File: src/rtl/gpio_irq_port.sv
module gpio_irq_port #(
  parameter int ADDR_W = 6
) (
  input  logic              clk,
  input  logic              rst_n,
  input  logic              psel,
  input  logic              penable,
  input  logic              pwrite,
  input  logic [ADDR_W-1:0] paddr,
  input  logic [31:0]       pwdata,
  output logic [31:0]       prdata,
  input  logic [31:0]       pad_in,
  output logic [31:0]       pad_out,
  output logic [31:0]       pad_oe,
  output logic              irq_lo,
  output logic              irq_hi
);

  localparam logic [ADDR_W-1:0] A_OUT  = ADDR_W'('h00);
  localparam logic [ADDR_W-1:0] A_DIR  = ADDR_W'('h04);
  localparam logic [ADDR_W-1:0] A_PAD  = ADDR_W'('h08);
  localparam logic [ADDR_W-1:0] A_CFGL = ADDR_W'('h0C);
  localparam logic [ADDR_W-1:0] A_CFGH = ADDR_W'('h10);
  localparam logic [ADDR_W-1:0] A_MASK = ADDR_W'('h14);
  localparam logic [ADDR_W-1:0] A_FLAG = ADDR_W'('h18);
  localparam logic [ADDR_W-1:0] A_DUAL = ADDR_W'('h1C);

  logic [31:0] out_q, dir_q, cfg_lo_q, cfg_hi_q, mask_q, flag_q, dual_q;
  logic [31:0] s1_q, s2_q, prev_q;
  logic [31:0] hit, clr, pend;
  logic        wr;

  assign wr      = psel & penable & pwrite;
  assign clr     = (wr && paddr == A_FLAG) ? pwdata : 32'h0;
  assign pad_out = out_q;
  assign pad_oe  = dir_q;
  assign pend    = flag_q & mask_q;
  assign irq_lo  = |pend[15:0];
  assign irq_hi  = |pend[31:16];

  for (genvar g = 0; g < 32; g++) begin : g_pin
    logic [1:0] code;
    if (g < 16) begin : g_lo
      assign code = cfg_lo_q[2*g +: 2];
    end else begin : g_hi
      assign code = cfg_hi_q[2*(g-16) +: 2];
    end
    always_comb begin
      if (dual_q[g]) hit[g] = s2_q[g] ^ prev_q[g];
      else begin
        case (code)
          2'b00:   hit[g] = ~s2_q[g];
          2'b01:   hit[g] = s2_q[g];
          2'b10:   hit[g] = s2_q[g] & ~prev_q[g];
          default: hit[g] = ~s2_q[g] & prev_q[g];
        endcase
      end
    end
  end

  always_ff @(posedge clk or negedge rst_n) begin
    if (!rst_n) begin
      s1_q   <= '0;
      s2_q   <= '0;
      prev_q <= '0;
      flag_q <= '0;
    end else begin
      s1_q   <= pad_in;
      s2_q   <= s1_q;
      prev_q <= s2_q;
      flag_q <= (flag_q & ~clr) | hit;
    end
  end

  always_ff @(posedge clk or negedge rst_n) begin
    if (!rst_n) begin
      out_q    <= '0;
      dir_q    <= '0;
      cfg_lo_q <= '0;
      cfg_hi_q <= '0;
      mask_q   <= '0;
      dual_q   <= '0;
    end else if (wr) begin
      case (paddr)
        A_OUT:   out_q    <= pwdata;
        A_DIR:   dir_q    <= pwdata;
        A_CFGL:  cfg_lo_q <= pwdata;
        A_CFGH:  cfg_hi_q <= pwdata;
        A_MASK:  mask_q   <= pwdata;
        A_DUAL:  dual_q   <= pwdata;
        default: ;
      endcase
    end
  end

  always_comb begin
    case (paddr)
      A_OUT:   prdata = out_q;
      A_DIR:   prdata = dir_q;
      A_PAD:   prdata = s2_q;
      A_CFGL:  prdata = cfg_lo_q;
      A_CFGH:  prdata = cfg_hi_q;
      A_MASK:  prdata = mask_q;
      A_FLAG:  prdata = flag_q;
      A_DUAL:  prdata = dual_q;
      default: prdata = 32'h0;
    endcase
  end


  pad_write_ignored_chk: assert property (@(posedge clk) disable iff (!rst_n)
    (wr && paddr == A_PAD) |=> ($stable(out_q) && $stable(dir_q) && $stable(mask_q)
                                && $stable(cfg_lo_q) && $stable(cfg_hi_q) && $stable(dual_q)));


  w1c_clear_chk: assert property (@(posedge clk) disable iff (!rst_n)
    (wr && paddr == A_FLAG && (pwdata & hit) == 32'h0) |=> ((flag_q & $past(pwdata)) == 32'h0));


  sticky_hold_chk: assert property (@(posedge clk) disable iff (!rst_n)
    !(wr && paddr == A_FLAG) |=> ((flag_q & $past(flag_q)) == $past(flag_q)));


  dual_edge_set_chk: assert property (@(posedge clk) disable iff (!rst_n)
    ((dual_q & (s2_q ^ prev_q)) != 32'h0) |=>
      ((flag_q & $past(dual_q & (s2_q ^ prev_q))) == $past(dual_q & (s2_q ^ prev_q))));


  masked_quiet_chk: assert property (@(posedge clk) disable iff (!rst_n)
    (mask_q == 32'h0) |-> (!irq_lo && !irq_hi));

endmodule

File: config.mk
export PLATFORM = sky130hd
export DESIGN_NAME = gpio_irq_port
export DESIGN_NICKNAME = d
export VERILOG_FILES = /design/src/rtl/gpio_irq_port.sv
export SDC_FILE = /design/constraint.sdc
export NUM_CORES = 1
export LEC_CHECK = 0
export ABC_AREA = 1
export BUFFER_PORTS_ARGS = -buffer_cell sky130_fd_sc_hd__buf_2
export CORE_UTILIZATION = 35
export CTS_BUF_LIST = sky130_fd_sc_hd__clkbuf_16
export CTS_CLUSTER_SIZE = 12
export DETAILED_ROUTE_END_ITERATION = 10
export PLACE_DENSITY = 0.52
export SETUP_SLACK_MARGIN = 0.5
export SLEW_MARGIN = 10
export SYNTH_ARGS = -nofsm -noshare
export SYNTH_HDL_FRONTEND = slang
export SYNTH_SLANG_ARGS = --single-unit
File: constraint.sdc
create_clock -name clk -period 1.3 [get_ports clk]
set_input_delay 0.065 -clock clk [delete_from_list [all_inputs] [get_ports clk]]
set_output_delay 0.065 -clock clk [all_outputs]
set_load 0.05 [all_outputs]
# Word-level counts from Yosys, hierarchy flattened
# Index checks and enable logic that the tools add are counted.
[op_classes] eq_ne=71 n_bitwise=166 n_mux=66 n_reduce_logical=42
[op_table] cell="one-hot mux 32 bit (8 select lines)" n=1
[op_table] cell="one-hot mux 1 bit (3 select lines)" n=32
[op_table] cell="bitwise AND 1 bit" n=66
[op_table] cell="bitwise AND 32 bit" n=2
[op_table] cell="equality test 2 x 1 -> 1 bit, second input constant" n=32
[op_table] cell="equality test 2 bit, second input constant" n=32
[op_table] cell="logical NOT 2 bit" n=32
[op_table] cell="inverter 1 bit" n=64
[op_table] cell="two-way mux 1 bit" n=32
[op_table] cell="two-way mux 32 bit" n=1
[op_table] cell="inverter 32 bit" n=1
[op_table] cell="OR 32 bit" n=1
[op_table] cell="OR reduction 16 bit" n=2
[op_table] cell="bitwise XOR 1 bit" n=32
[op_table] cell="equality test 6 x 5 -> 1 bit, second input constant" n=4
[op_table] cell="equality test 6 x 4 -> 1 bit, second input constant" n=2
[op_table] cell="AND reduction 2 bit" n=6
[op_table] cell="equality test 6 x 3 -> 1 bit, second input constant" n=1
[op_table] cell="logical NOT 6 bit" n=1
[op_table] cell="logical AND 1 bit" n=1
[totals] elab_cells=355 output_inout_bits=98 in_bits=75 reg_bits=320

# Longest topological paths before layout
# Gate-level depths: netlist (run 1).
[depth] word_depth=7 mapped_depth=9 mapped_depth_nobuf=8

# Least setup slack after synthesis (run 1)
# No wires, ideal clock.
[synth_timing] path_type="input -> output" startpoint="input port paddr[1]" endpoint="output port prdata[27]" arrival_ns=1.363 t_required_ns=1.235 stages=8 setup_slack_ns=-0.128 path_buffers=1 path_cell_list="nor2_1 nand2_2 nor2_2 clkbuf_1 nand2_1 nand2_1 nor2_1 nand2_1"
[synth_between] elab_chain_cells=2 word_cells_on_any_way=9 classes_between="7 x eq/ne; 1 x mux; 1 x reduce/logical"
[synth_lines] item="from (decl)" line="9" text="input logic [ADDR_W-1:0] paddr,"
[synth_lines] item="equality test 6 x 5 -> 1 bit, or another cell as far along" line="97" text="case (paddr)"
[synth_lines] item="one-hot mux 32 bit (8 select lines) *" line="97"
[synth_lines] item="to (decl)" line="11" text="output logic [31:0] prdata,"
# Mark *: on every way between the ends. The rest lies on a longest branch, timed or not.

# Worst setup path in the final report (run 1)
[layout_timing] startpoint="register mask_q[18]" endpoint="output port irq_hi"
[layout_between] elab_chain_cells=2
[layout_lines] item="from (decl)" line="28" text="logic [31:0] out_q, dir_q, cfg_lo_q, cfg_hi_q, mask_q, flag_q, dual_q;"
[layout_lines] item="from (signal assigned)" line="89" text="A_MASK: mask_q <= pwdata;"
[layout_lines] item="bitwise AND 32 bit" line="37" text="assign pend = flag_q & mask_q;"
[layout_lines] item="OR reduction 16 bit" line="39" text="assign irq_hi = |pend[31:16];"
[layout_lines] item="to (decl)" line="16" text="output logic irq_hi"
# No other way between the ends.

==> flow_summary.ini, run 1 <==
[run_status]
status = finished with violations
violations = hold timing, setup timing

[sta]
holdWs_ns = -0.0237
setup_slack_ns = -0.491
fin_crit_ns = 1.79
relSlewSlack_pct = 74.2
drv_slew = 0
max_freq_ghz = 0.558
skew_ns = 0.0168
setup-violations-final = 49
grt_setup_unrepaired = yes
period_share_pct = 138
worst_pin_slew_ns = 0.386
hold_violations = 19

[synthesis]
seq_area_frac_synth_pct = 50.1
ys.flop_type = dfrtp_1
synth_edf_count = 0
avgSynthCellArea_sq_um = 7.89
synth_cells = 2025
yosys-top-cells-count = nand2_1, dfrtp_1, inv_1
synth_top_area_cell = dfrtp_1
synth_top_area_share_pct = 50.1
syn_nets = 2164
synthesis.area_sq_um = 16000
async_reset_ff_share_pct = 100
synth_cell_types = 20
yosysWarnings = 0
synth_most_common_cell = nand2_1
ys_top_cells_by_area = dfrtp_1, nand2_1, nand3_1, o21ai_0, inv_1
ys_seq_elements = 320

[job]
max_cap_violations = 0

[critical_path]
r2r_start = s2_q[10]$_DFF_PN0_
worstSetupStartpointType = flop
cp_top_family = simple AND/OR/NAND/NOR gates
cp.arrival_ns = 1.73
cpPeakStageDelay_ns = 0.40
worst_r2r_path_depth = 10
crit_chain = nand2_2 -> nand4_1 -> nor2_2 -> buf_6 -> nand3_4 -> buf_8
cp_slowest_cell = dfrtp_1
crit_required_ns = 1.24
critPathKind = reg2out
cp-end-kind = output port
critical_path.max_fanout = 2
cp.buffers_inverters = 2
timing.rr.end = flag_q[10]$_DFF_PN0_
reg2reg_setup_slack_ns = -0.11

[pwr]
powerDensity_nw_per_um2 = 1070
leakagePower_nw = 12.0
ir_drop_mv = 0.871

[final_layout]
antennaDiodeCount = 0
seqCellArea_sq_um = 8140
multi_input_area_sq_um = 7950
syn2layout_area_growth_pct = 54.7
finalNonFillerCells = 3103
final_layout_size_suffix_gt1_share_pct = 36.6
nets = 2621
fill_cells = 3930

[clocking]
cts_hold_buffers = 65
ctsLongestPathBuffers = 3
clockRootBuffer = clkbuf_16
clock-sinks = 320
htree_levels = 2
cts_tree = yes
cts_buffers = 39
path_clk_slew_ns = 0.06
clk_latency_ns = 0.56

[route]
viasPerCell = 5.13
firstDrtPassIters = 5
dr.first_iter.drc_count = 1347
ant_nets = 0
drt_wl_total_um = 59600
drc = 0
routedWlPerCell_um = 19.2
dr_total_vias = 15900

[grt]
antenna_found_initial = 0
gr-total-overflow = 0
grt_pass1_wl_um = 91200
grt_max_degree = 56
grt_pass1_vias = 15700
grt_use_total_pct = 25.3

[floorplanning]
die_height_um = 216
die_x_um = 216
ios = 173
start_util_pct = 35.8
die_area_sq_um = 46500
num_rows = 77
coreArea_sq_um = 44600

[placement]
numPortBuffers = 172
place_congestion = 0.884
dp_cells = 2819
dp_hpwl_um = 39600

[hold_path]
hold_path.class = in2async
-- worst max-delay path by stage --
stage / startpoint / slack [ns] / endpoint / depth (start not counted)
2_1_floorplan: paddr[5] / 0.20 / pad_oe[10]$_DFFE_PN0P_ / 5
3_3_place_gp: paddr[1] / -0.32 / prdata[18] / 9
3_5_place_dp: paddr[1] / -0.33 / prdata[18] / 9
4_1_cts: flag_q[19]$_DFF_PN0_ / -0.56 / irq_hi / 6
5_1_grt: s2_q[10]$_DFF_PN0_ / -0.55 / prdata[10] / 6
6_report: mask_q[18]$_DFFE_PN0P_ / -0.49 / irq_hi / 6
-- stage by stage --
| step | util (%) | TNS [ns] | total power [W] | setup slack, ns | cell area, sq um |
|---|---|---|---|---|---|
| 3_5_place_dp | 42.9 | -30.69 | 0.0149 | -0.325 | 19100 |
| 6_report | 55.4 | -11.00 | 0.0265 | -0.491 | 24700 |
| 5_1_grt | 55.4 | -14.56 | 0.0276 | -0.548 | 24700 |
| 3_3_place_gp | 42.9 | -27.88 | 0.0148 | -0.324 | 19100 |
| 2_1_floorplan | - | 0 | 0.0131 | 0.196 | 16400 |
| 4_1_cts | 52.4 | -12.13 | 0.0263 | -0.564 | 23400 |
-- area by class of cell --
class                           instances  share of cell area [%]
Tap cell                              592                    3.00
Sequential cell                       320                    32.9
Clock buffer                           41                    4.15
Multi-Input combinational cell       1362                    32.2
Clock inverter                         29                   0.587
Timing Repair Buffer                  523                    23.3
Inverter                              236                    3.84
-- cells by family after synthesis --
family | count (synthesis) | synth area share, %
compound gates | 256 | 8.16
buf+inv | 343 | 8.26
simple gates | 1042 | 28.4
flops | 320 | 50.1
fa+ha+maj | 64 | 5.01
-- cells in the final DEF (no fill, tap or decap), types with 60 or more instances in the layout --
cell and instances:
buf_4 139, o21ai_1 115, o21ai_0 89, inv_1 214, buf_8 77, dlygate4sd3_1 65, dfrtp_1 217, nand3_1 144
dfrtp_2 103, buf_2 67, buf_6 110, nand4_1 136, nand2_2 91, buf_12 60, nand2_1 537
-- flip-flops by register name, indices dropped and copies added, names as in the netlist --
signal,cells
prev_q,32
cfg_hi_q,32
pad_out,32
s1_q,32
dual_q,32
s2_q,32
flag_q,32
cfg_lo_q,32
mask_q,32
pad_oe,32
-- routing by layer --
layer	track usage (%)	part of all wire, %	vias to the layer above
met4	7.66	2.3	0
met3	4.23	6.6	92
met1	35.3	45	7745
li1	-	-	7514
met2	40.2	46	571
met5	0	0	-
-- timing repair --
action	4_1_cts	5_1_grt
setup endpoints to repair	218	321
endpoints found under the hold margin	576	20
cloned	2	3
setup buffers	91	53
pin swaps	136	129
gates resized for setup	518	243
-- report_power, final --
| group | leakage (nW) | total [W] | internal [W] | switching, W |
|---|---|---|---|---|
| clock network | 0.631 | 0.0102 | 0.00585 | 0.00432 |
| registers | 3.54 | 0.0111 | 0.0106 | 0.000546 |
| logic | 7.81 | 0.00519 | 0.00223 | 0.00296 |
| total | 12.0 | 0.0265 | 0.0186 | 0.00783 |
(Power assumes the default switching activity.)
==> run 2, diff against run 1 <==
==> constraint.sdc (replaced) <==
create_clock -name clk -period 1.3 [get_ports clk]
set_input_delay 0.13 -clock clk [delete_from_list [all_inputs] [get_ports clk]]
set_output_delay 0.13 -clock clk [all_outputs]
set_load 0.05 [all_outputs]
==> run 2 against run 1 <==
  * Critical path type unchanged
  * Global-route usage down 0.66 points
  * Critical path depth down 1
  * Wire length up 1.4%
  * Count of clock-buffer cells in the layout up 1
  * Sequential share of layout area about the same
  * Total power up 1.8%
  * Non-clock buffer count down 12
  * Clock power up 6%
  * Setup slack worse by 0.029 ns
  * Combinational power down 3%
  * Highest routed layer unchanged
  * The run ends with setup timing left
  * Core utilization about the same
  * First-iteration DRC count down 15%
==> flow_summary.ini, run 2 (synthesis results as in run 1) <==
[final_layout]
seqCellArea_sq_um = 8140
final_util_pct = 55.4
fill_cells = 3933
multi_input_area_sq_um = 8030
final_common_cell = nand2_1
final_layout_size_suffix_gt1_share_pct = 37.2
final_cell_mix = nand2_1, inv_1, dfrtp_1
antennaDiodeCount = 0
syn2layout_area_growth_pct = 54.7
finalNonFillerCells = 3092
nets = 2610

[critical_path]
critPathKind = reg2out
cp.arrival_ns = 1.69
cp-end-kind = output port
worstSetupStartpointType = flop
critical_path.max_fanout = 2
crit_required_ns = 1.17

[placement]
numPortBuffers = 172
dp_cells = 2821
dp_hpwl_um = 39200
place_congestion = 0.850

[hold_path]
hold_path.class = in2async

[route]
firstDrtPassIters = 5
viasPerCell = 5.14
ant_nets = 0
dr_total_vias = 15900
drc = 0
drt_wl_total_um = 60400
dr.first_iter.drc_count = 1150
routedWlPerCell_um = 19.5

[job]
max_cap_violations = 0

[run_status]
violations = setup timing
status = finished with violations

[sta]
setup-violations-final = 56
grt_setup_unrepaired = yes
hold_violations = 0
period_share_pct = 140
relSlewSlack_pct = 68.9
setup_slack_ns = -0.519
worst_pin_slew_ns = 0.466
skew_ns = 0.0275
drv_slew = 0
max_freq_ghz = 0.550
fin_crit_ns = 1.82

[floorplanning]
coreArea_sq_um = 44600
start_util_pct = 35.8
die_area_sq_um = 46500
num_rows = 77
die_x_um = 216
die_height_um = 216
ios = 173

[clocking]
clock-sinks = 320
cts_buffers = 40
path_clk_slew_ns = 0.06
ctsLongestPathBuffers = 3
htree_levels = 2
clk_latency_ns = 0.57
clockRootBuffer = clkbuf_16
cts_tree = yes

[grt]
grt_use_total_pct = 24.7
grt_pass1_vias = 15100
grt_pass1_wl_um = 88400
gr-total-overflow = 0
grt_max_degree = 48
antenna_found_initial = 1

[pwr]
switching_share_pct = 29.3
p_int_w = 0.0190
powerDensity_nw_per_um2 = 1090
clkPwrFrac_pct = 40.2
leakagePower_nw = 12.0
p_comb_share_pct = 18.6
switchingPower_w = 0.00790
ir_drop_mv = 0.851
p_seq_share_pct = 41.1
run 2: cell count changes in the layout (fill, tap and decap cells not counted), sizes merged:
cell      change
inv           -1
buf          -17
clkbuf        +6
clkinvlp      +2
clkinv        -3
bufinv        +2
run 2: metal layers:
layer / up-vias / global-route usage, % / share of wire, % / wire length [um]
met1: 7775 / 34.7 / 45 / 27000
li1: 7501 / - / - / -
met2: 498 / 39.3 / 46 / 28000
met5: - / 0 / 0 / 0
met4: 0 / 7.26 / 3.1 / 1900
met3: 111 / 3.55 / 5.9 / 3570
run 2: power groups by stage:
stage,Combinational [W],Sequential [W],Clock [W]
4_1_cts,0.00448,0.0111,0.0110
5_1_grt,0.00538,0.0111,0.0114
3_3_place_gp,0.00351,0.0113,0
6_report,0.00502,0.0111,0.0108
2_1_floorplan,0.00148,0.0117,0
3_5_place_dp,0.00356,0.0113,0
run 2: worst paths after layout:
| check | from | endpoint | slack [ns] | depth (start not counted) |
|---|---|---|---|---|
| min in group clk | pad_in[26] | s1_q[26]$_DFF_PN0_ | 0.20 | 2 |
| hold reg to reg | s1_q[10]$_DFF_PN0_ | s2_q[10]$_DFF_PN0_ | 0.34 | 0 |
| max in group asynchronous | rst_n | cfg_lo_q[31]$_DFFE_PN0P_ | 0.55 | 3 |
| setup reg to reg | s2_q[17]$_DFF_PN0_ | flag_q[17]$_DFF_PN0_ | -0.09 | 8 |
| hold / removal | rst_n | flag_q[27]$_DFF_PN0_ | 0.11 | 2 |
| setup / recovery | flag_q[0]$_DFF_PN0_ | irq_lo | -0.52 | 5 |
run 2: what timing repair did:
item,in CTS,in global routing
pin swaps,129,158
hold buffers,65,0
endpoints found under the setup margin,322,340
buffers inserted,64,61
endpoints found under the hold margin,575,0
cloned,0,10
resized for setup,430,317
run 2: stage by stage:
stage | setup TNS [ns] | worst slack [ns] | total power (W) | area [sq um] | hold WS (ns)
after detailed placement | -71.14 | -0.440 | 0.0148 | 19200 | 0.0899
after floorplan | 0 | 0.120 | 0.0131 | 16600 | -0.166
after global placement | -66.46 | -0.438 | 0.0148 | 19200 | 0.0899
after CTS | -15.18 | -0.587 | 0.0266 | 22900 | 0.100
final | -14.19 | -0.519 | 0.0269 | 24700 | 0.115
after global routing | -17.10 | -0.567 | 0.0279 | 24700 | 0.128
run 2: worst max-delay path: stages (launching register included):
cell and delay [ns]:
dfrtp_1 0.40, nand2_2 0.10, nand4_1 0.19, nor2_2 0.18
nand2_2 0.09, buf_6 0.16
run 2: layout make-up:
| type | instances | share of cell area [%] |
|---|---|---|
| tap | 592 | 3.00 |
| clock buffer | 42 | 4.25 |
| clock inverter | 29 | 0.861 |
| inverter | 236 | 3.83 |
| sequential | 320 | 32.9 |
| multi-input combinational | 1362 | 32.5 |
| timing repair buffer | 511 | 22.6 |
==> run 3, diff against run 2 <==
--- a/config.mk
+++ b/config.mk
@@ -17,3 +17,4 @@
 export SYNTH_ARGS = -nofsm -noshare
 export SYNTH_HDL_FRONTEND = slang
 export SYNTH_SLANG_ARGS = --single-unit
+export TNS_END_PERCENT = 10
==> run 3 against run 2 <==
  * The run still ends with setup timing left
  * Cell count fell by 1.1%
  * Maximum frequency fell by 2.1%
  * Die area did not move
  * Wire length fell by 4.6%
  * Clock skew fell by 0.012 ns
  * Highest routed layer unchanged
  * Clock power barely moved
  * Non-clock buffer count fell by 37
  * Critical path depth rose by 1
  * Register-to-register slack barely moved
  * Hold slack got worse by 0.030 ns
==> flow_summary.ini, run 3 (synthesis results as in run 1) <==
[clocking]
path_clk_slew_ns = 0.06
clockRootBuffer = clkbuf_16
clk_latency_ns = 0.57
clock-sinks = 320
cts_tree = yes
cts_buffers = 40
htree_levels = 2
ctsLongestPathBuffers = 3

[hold_path]
hold_path.class = in2async

[critical_path]
cp_top_family = simple AND/OR/NAND/NOR gates
cp.buffers_inverters = 2
worst_r2r_path_depth = 7
critPathLaunch = flag_q[16]$_DFF_PN0_
cp-end-kind = output port
cp.arrival_ns = 1.73
timing.rr.end = flag_q[19]$_DFF_PN0_
r2r_start = s2_q[19]$_DFF_PN0_
reg2reg_setup_slack_ns = -0.08
cp.depth = 6
crit_chain = nand2_1 -> nand4_1 -> nor2_1 -> buf_4 -> nand3_4 -> buf_8
critical_path.max_fanout = 2
cp_slowest_cell = dfrtp_1
worstSetupStartpointType = flop
crit_required_ns = 1.17
setup.worst_path.end = irq_hi
critPathKind = reg2out
cpPeakStageDelay_ns = 0.40

[sta]
max_freq_ghz = 0.538
grt_setup_unrepaired = yes
setup-violations-final = 54
fin_crit_ns = 1.86
hold_violations = 0
relSlewSlack_pct = 71.1
skew_ns = 0.0158
worst_pin_slew_ns = 0.434
setup_slack_ns = -0.559
period_share_pct = 143
drv_slew = 0

[floorplanning]
die_x_um = 216
coreArea_sq_um = 44600
die_area_sq_um = 46500
start_util_pct = 35.8
die_height_um = 216
ios = 173
num_rows = 77

[grt]
use_met1_pct = 34.7
grt_pass1_wl_um = 89100
top_usage_layer = met2
grt_pass1_vias = 15200
use_met2_pct = 39.0
gr-total-overflow = 0
grt_max_degree = 54
use_met3_pct = 3.31
antenna_found_initial = 1
grt_use_total_pct = 24.7

[final_layout]
finalNonFillerCells = 3059
syn2layout_area_growth_pct = 54.7
final_cell_mix = nand2_1, dfrtp_1, inv_1
nets = 2573
fill_cells = 4015
final_layout_size_suffix_gt1_share_pct = 42.8
final_common_cell = nand2_1
final_util_pct = 55.4

[run_status]
status = finished with violations
violations = setup timing

[placement]
preCtsSetupSlack_ns = -0.382
dp_cells = 2822
dp_hpwl_um = 39100
place_congestion = 0.849
numPortBuffers = 172

[route]
drt_wl_total_um = 57700
routedWlPerCell_um = 18.8
ant_nets = 0
firstDrtPassIters = 5
dr.first_iter.drc_count = 1321
dr_total_vias = 15600
drc = 0
viasPerCell = 5.11

[pwr]
leakagePower_nw = 12.2
p_total_w = 0.0267
powerDensity_nw_per_um2 = 1080
ir_drop_mv = 0.825

[job]
max_cap_violations = 0
[run 3: per-stage QoR]
step / instance area (sq um) / TNS (ns) / hold WS, ns
6_report: 24700 / -14.40 / 0.0852
2_1_floorplan: 16400 / 0 / -0.166
3_5_place_dp: 19100 / -62.56 / 0.0788
4_1_cts: 23000 / -15.65 / 0.0524
3_3_place_gp: 19100 / -58.55 / 0.0739
5_1_grt: 24700 / -17.47 / 0.0869
[run 3: report_power, final]
part / internal [W] / leakage (nW) / switching [W]
sequential: 0.0106 / 3.54 / 0.000566
combinational: 0.00203 / 7.96 / 0.00295
clock: 0.00612 / 0.651 / 0.00452
[run 3: layout make-up]
type / count / area [sq um] / area share [%]
Multi-Input combinational cell: 1362 / 8710 / 35.3
Sequential cell: 320 / 8140 / 32.9
Timing Repair Buffer: 474 / 4960 / 20.1
Clock buffer: 41 / 1030 / 4.15
Inverter: 236 / 916 / 3.71
Tap cell: 592 / 741 / 3.00
Clock inverter: 33 / 208 / 0.841
Antenna cell: 1 / 2.50 / 0.0101
[run 3: worst min path at each step]
| stage | startpoint | end | slack, ns |
|---|---|---|---|
| final | rst_n | pad_oe[21]$_DFFE_PN0P_ | 0.09 |
| after global routing | rst_n | dual_q[30]$_DFFE_PN0P_ | 0.09 |
| after CTS | rst_n | cfg_hi_q[24]$_DFFE_PN0P_ | 0.05 |
| after detailed placement | rst_n | pad_oe[21]$_DFFE_PN0P_ | 0.08 |
| after global placement | rst_n | pad_oe[23]$_DFFE_PN0P_ | 0.07 |
| after floorplan | rst_n | cfg_hi_q[0]$_DFFE_PN0P_ | -0.17 |
[run 3: layer usage]
layer	wire [um]	up-vias
met5	0	-
met4	1660	0
met3	3100	91
met2	26500	448
met1	26400	7648
li1	-	7459
[run 3: what timing repair did]
item	CTS	global route
hold endpoints to repair	567	0
setup endpoints to repair	322	395
buffers inserted	49	48
gates resized for setup	589	428
pin swaps	228	273
hold buffers	65	0
